<file path="config.mk">
export PLATFORM = sky130hd
export DESIGN_NAME = i2c_strap_target
export DESIGN_NICKNAME = d
export VERILOG_FILES = /design/src/rtl/i2c_strap_target.sv
export SDC_FILE = /design/constraint.sdc
export NUM_CORES = 1
export LEC_CHECK = 0
export BUFFER_PORTS_ARGS = -buffer_cell sky130_fd_sc_hd__buf_4
export CELL_PAD_IN_SITES_DETAIL_PLACEMENT = 1
export CELL_PAD_IN_SITES_GLOBAL_PLACEMENT = 1
export CORE_ASPECT_RATIO = 0.7
export CORE_MARGIN = 4
export CORE_UTILIZATION = 57
export CTS_BUF_LIST = sky130_fd_sc_hd__clkbuf_4
export CTS_CLUSTER_SIZE = 28
export DETAILED_ROUTE_END_ITERATION = 8
export GPL_TIMING_DRIVEN = 0
export PLACE_DENSITY = 0.93
export SYNTH_ARGS = -nofsm -noshare
export SYNTH_HDL_FRONTEND = slang
export SYNTH_SLANG_ARGS = --single-unit
</file>
<file path="constraint.sdc">
create_clock -name clk -period 6.3 [get_ports clk]
set_clock_uncertainty 0.1 [all_clocks]
set_input_delay 0.63 -clock clk [delete_from_list [all_inputs] [get_ports clk]]
set_output_delay 0.63 -clock clk [all_outputs]
set_load 0.02 [all_outputs]
</file>
<file path="src/rtl/i2c_strap_target.sv">
module i2c_strap_target #(
  parameter int NREGS = 16,
  parameter int REL_CYCLES = 8,
  parameter logic [6:0] ADDR_LO = 7'h61,
  parameter logic [6:0] ADDR_HI = 7'h64,
  localparam int IDX_W = $clog2(NREGS)
) (
  input  logic             clk,
  input  logic             rst_n,
  input  logic             strap,
  output logic             strap_rel,
  input  logic             scl_i,
  input  logic             sda_i,
  output logic             sda_oe,
  input  logic             loc_we,
  input  logic [IDX_W-1:0] loc_idx,
  input  logic [7:0]       loc_wdata,
  output logic [7:0]       loc_rdata
);
  localparam int CW = $clog2(REL_CYCLES + 1);
  localparam logic [3:0] S_IDLE = 4'd0, S_ADDR = 4'd1, S_AACK = 4'd2,
                         S_HDR = 4'd3, S_HACK = 4'd4, S_WR = 4'd5,
                         S_WACK = 4'd6, S_RD = 4'd7, S_RACK = 4'd8;

  logic [2:0] scl_sr, sda_sr;
  logic scl_rise, scl_fall, start_ev, stop_ev;
  logic sel;
  logic [CW-1:0] rel_cnt;
  logic [3:0] st, bitcnt;
  logic [7:0] sh, tx;
  logic [IDX_W-1:0] idx;
  logic rw, mack, rx_state;
  logic [6:0] my_addr;
  logic [7:0] regs [NREGS];

  always_ff @(posedge clk or negedge rst_n)
    if (!rst_n) begin
      scl_sr <= 3'b111;
      sda_sr <= 3'b111;
    end else begin
      scl_sr <= {scl_sr[1:0], scl_i};
      sda_sr <= {sda_sr[1:0], sda_i};
    end

  assign scl_rise = scl_sr[1] & ~scl_sr[2];
  assign scl_fall = ~scl_sr[1] & scl_sr[2];
  assign start_ev = scl_sr[1] & scl_sr[2] & ~sda_sr[1] & sda_sr[2];
  assign stop_ev  = scl_sr[1] & scl_sr[2] & sda_sr[1] & ~sda_sr[2];

  always_ff @(posedge clk)
    if (!rst_n) sel <= strap;

  always_ff @(posedge clk or negedge rst_n)
    if (!rst_n) rel_cnt <= '0;
    else if (rel_cnt != CW'(REL_CYCLES)) rel_cnt <= rel_cnt + 1'b1;

  assign strap_rel = (rel_cnt == CW'(REL_CYCLES));
  assign my_addr   = sel ? ADDR_HI : ADDR_LO;
  assign rx_state  = (st == S_ADDR) || (st == S_HDR) || (st == S_WR);
  assign loc_rdata = regs[loc_idx];

  always_ff @(posedge clk or negedge rst_n)
    if (!rst_n) begin
      st <= S_IDLE; bitcnt <= '0; sh <= '0; tx <= '0; idx <= '0;
      rw <= 1'b0; mack <= 1'b0; sda_oe <= 1'b0;
      for (int i = 0; i < NREGS; i++) regs[i] <= '0;
    end else begin
      if (loc_we) regs[loc_idx] <= loc_wdata;
      if (start_ev) begin
        st <= S_ADDR; bitcnt <= '0; sda_oe <= 1'b0;
      end else if (stop_ev) begin
        st <= S_IDLE; sda_oe <= 1'b0;
      end else if (scl_rise) begin
        if (rx_state) begin
          sh <= {sh[6:0], sda_sr[1]};
          bitcnt <= bitcnt + 4'd1;
        end else if (st == S_RD) bitcnt <= bitcnt + 4'd1;
        else if (st == S_RACK) mack <= ~sda_sr[1];
      end else if (scl_fall) begin
        case (st)
          S_ADDR: if (bitcnt == 4'd8) begin
            if (sh[7:1] == my_addr) begin
              rw <= sh[0]; sda_oe <= 1'b1; st <= S_AACK;
            end else st <= S_IDLE;
          end
          S_HDR: if (bitcnt == 4'd8) begin
            idx <= sh[IDX_W-1:0]; sda_oe <= 1'b1; st <= S_HACK;
          end
          S_WR: if (bitcnt == 4'd8) begin
            regs[idx] <= sh; idx <= idx + 1'b1; sda_oe <= 1'b1; st <= S_WACK;
          end
          S_AACK, S_WACK: begin
            sda_oe <= 1'b0; bitcnt <= '0; st <= (st == S_AACK) ? S_HDR : S_WR;
          end
          S_HACK, S_RACK: begin
            if ((st == S_HACK && rw) || (st == S_RACK && mack)) begin
              tx <= regs[idx]; sda_oe <= ~regs[idx][7]; idx <= idx + 1'b1;
              bitcnt <= '0; st <= S_RD;
            end else if (st == S_HACK) begin
              sda_oe <= 1'b0; bitcnt <= '0; st <= S_WR;
            end else begin
              sda_oe <= 1'b0; st <= S_IDLE;
            end
          end
          S_RD: if (bitcnt == 4'd8) begin
            sda_oe <= 1'b0; st <= S_RACK;
          end else begin
            sda_oe <= ~tx[6]; tx <= {tx[6:0], 1'b0};
          end
          default: ;
        endcase
      end
    end
endmodule


</file>
==> results.json <==
{
  "status": "complete, no violations",
  "gr-total-overflow": 0,
  "start_kind": "input pin",
  "finalHoldViolCount": 0,
  "place_inst": 1214,
  "layout-drive-gt1-share_pct": 19.1,
  "drtIter0Drc": 1354,
  "holdPathStages": 1,
  "r2r_cells": 9,
  "die_area_mm2": 0.0208,
  "finalMaxSlewViolations": 0,
  "routabilityCongestion": 1.03,
  "wl_per_cell_um": 30.6,
  "setup-violations-final": 0,
  "finalCritPeriodShare_pct": 57.5,
  "io_pins": 28,
  "yosysTopAreaCell": "dfrtp_1",
  "netlist_top_cells_count": "dfrtp_1, mux2i_1, nand2_1, o21ai_0, nor2_1",
  "vias": 8987,
  "peakVddDrop_mv": 0.150,
  "path_class": "input pin to output pin",
  "synthArstFlopShare_pct": 99.4,
  "rsz0062_at_grt": "false",
  "synthAdderAreaFrac_pct": 1.42,
  "fin_crit_ns": 3.62,
  "ys_ff_latch": 169,
  "grt_usage_pct": 37.7,
  "endpoint": "loc_rdata[5]",
  "max_freq_mhz": 276,
  "rr_endpoint": "regs[125]",
  "synth_area_mm2": 0.0105,
  "synth_simple_gate_area_share_pct": 10.9,
  "rows": 41,
  "grt_pass1_vias": 9101,
  "numPortBuffers": 25,
  "diodes": 0,
  "clockBufferDepth": 2,
  "crit_start": "loc_idx[1]",
  "stdcell_count": 1249,
  "slew_headroom_pct": 33.0,
  "power_density_mw_per_mm2": 269,
  "chipHeight_um": 122,
  "holdWs_ns": 0.0683,
  "synthCells": 952,
  "antenna_found_initial": 2,
  "synth_nets": 982,
  "viasPerCell": 7.20,
  "end_kind": "output pin",
  "die-width_um": 171,
  "yosysWarnings": 0,
  "grt_max_degree": 93,
  "seq_area_frac_synth_pct": 40.2,
  "synth-xor-area-share_pct": 0.570,
  "ant_nets": 0,
  "yosys.cell_types.count": 65,
  "wl_mm": 38.2,
  "h-tree-depth": 4,
  "ys_top_cells_by_area": "dfrtp_1, mux2i_1, mux4_2, mux4_1, nand2_1",
  "path_clk_slew_ns": 0.15,
  "numCtsBuffers": 17,
  "cp.arrival_ns": 2.89,
  "cts_tree": "built",
  "syn_to_final_growth_pct": 8.40,
  "crit_required_ns": 5.57,
  "cts_sinks": 169,
  "worst_slew_pin_slew_ns": 1.01,
  "grt_pass1_wl_mm": 57.3,
  "final.setup.tns_ns": 0,
  "preCtsSetupSlack_ns": 2.76,
  "fin_util_pct": 63.1,
  "yosysMostFrequentCell": "dfrtp_1",
  "p_leak_nw": 4.65,
  "finalNetCount": 1030,
  "path_max_fanout": 10,
  "r2r-start": "idx[1]",
  "root_buffer": "clkbuf_4",
  "hp-class": "input pin to flop",
  "clock_latency_ns": 0.63,
  "synth_top_family_by_area": "multiplexers",
  "drc": 0,
  "dp_hpwl_mm": 28.0,
  "r2r_setup_slack_ns": 3.30,
  "synth_top_area_share_pct": 38.5,
  "synthMuxAreaShare_pct": 31.6,
  "cts-resized-gates": 0,
  "cap_violations": 0,
  "synthFlopType": "dfrtp_1",
  "synth_compound_area_share_pct": 10.4,
  "core-area_mm2": 0.0181,
  "syn_avg_cell_area_um2": 11.1,
  "start_util_pct": 58.2,
  "fin_ws_ns": 2.68,
  "drtPass1Iterations": 7,
  "synth_edf_count": 1
}
critical path: stages:
cell      delay, ns
clkbuf_1       0.35
clkbuf_1       0.67
mux4_2         0.52
mux4_2         0.53
buf_4          0.18
flip-flops by register name (all words and copies together), names as in the netlist:
name,count
rel_cnt,4
sel,1
rw,1
sda_oe,1
bitcnt,4
sda_sr,3
idx,4
mack,1
tx,7
scl_sr,3
st,4
sh,8
regs,128
power breakdown:
| group | switching, mW | internal, mW | total, mW | leakage, nW |
|---|---|---|---|---|
| combinational | 0.436 | 0.372 | 0.808 | 2.53 |
| sequential | 0.207 | 1.29 | 1.50 | 1.95 |
| clock | 0.432 | 0.335 | 0.766 | 0.175 |
| total | 1.08 | 1.99 | 3.07 | 4.65 |
cell families after synthesis:
kind of cell               count (synthesis)
buffers and inverters                    108
DFF                                      169
adders and majority gates                 12
muxes                                    223
AOI/OAI and AO/OA                        196
and+or+nand+nor                          238
xor gates and xnor gates                   6
final cells by class:
type | instances | area [um^2]
Timing Repair Buffer | 29 | 253
Inverter | 19 | 71.3
Buffer | 89 | 443
Sequential cell | 169 | 4240
Tap cell | 236 | 295
Multi-Input combinational cell | 675 | 5780
Clock inverter | 12 | 188
Clock buffer | 20 | 150
Fill cell | 1947 | 6680
how the worst min path moves through the flow:
| stage | to | slack [ns] | startpoint |
|---|---|---|---|
| 5_1_grt | sel | 0.04 | strap |
| 3_5_place_dp | sda_sr[1] | 0.25 | sda_sr[0] |
| 6_report | sel | 0.07 | strap |
| 2_1_floorplan | bitcnt[0] | 0.23 | rst_n |
| 4_1_cts | sel | 0.06 | strap |
| 3_3_place_gp | sda_sr[1] | 0.25 | sda_sr[0] |
placed cells by master, fill, tap and decap left out, types with 8 or more instances in the layout:
cell	instances
o21ai_0	68
nand3_1	10
clkbuf_1	39
buf_2	35
clkbuf_4	20
o21ai_1	28
mux2i_1	134
nor2_2	9
mux2_2	8
dfrtp_1	162
buf_4	27
inv_1	19
nor2_1	66
mux4_2	58
mux4_1	22
nand3b_1	8
nand2b_1	8
ha_1	12
nand2_1	93
and3_1	11
a21oi_1	63
stage by stage:
stage / power (mW) / cell area (um^2)
after CTS: 3.02 / 11400
after floorplan: 1.91 / 10500
after global routing: 3.16 / 11400
after global placement: 2.20 / 11000
after detailed placement: 2.27 / 11100
final: 3.07 / 11400
what timing repair did:
item	CTS	global route
buffers inserted	0	0
endpoints found under the hold margin	79	0
hold buffers	3	0
metal layers:
metal / wire length [um] / GRT usage, % / up-vias
met5: 21 / 0 / -
met4: 1490 / 12.8 / 4
met3: 5510 / 16.9 / 169
met2: 16900 / 55.2 / 676
met1: 14300 / 50.6 / 4536
li1: - / - / 3602
Power figures use the tool's default switching activity.
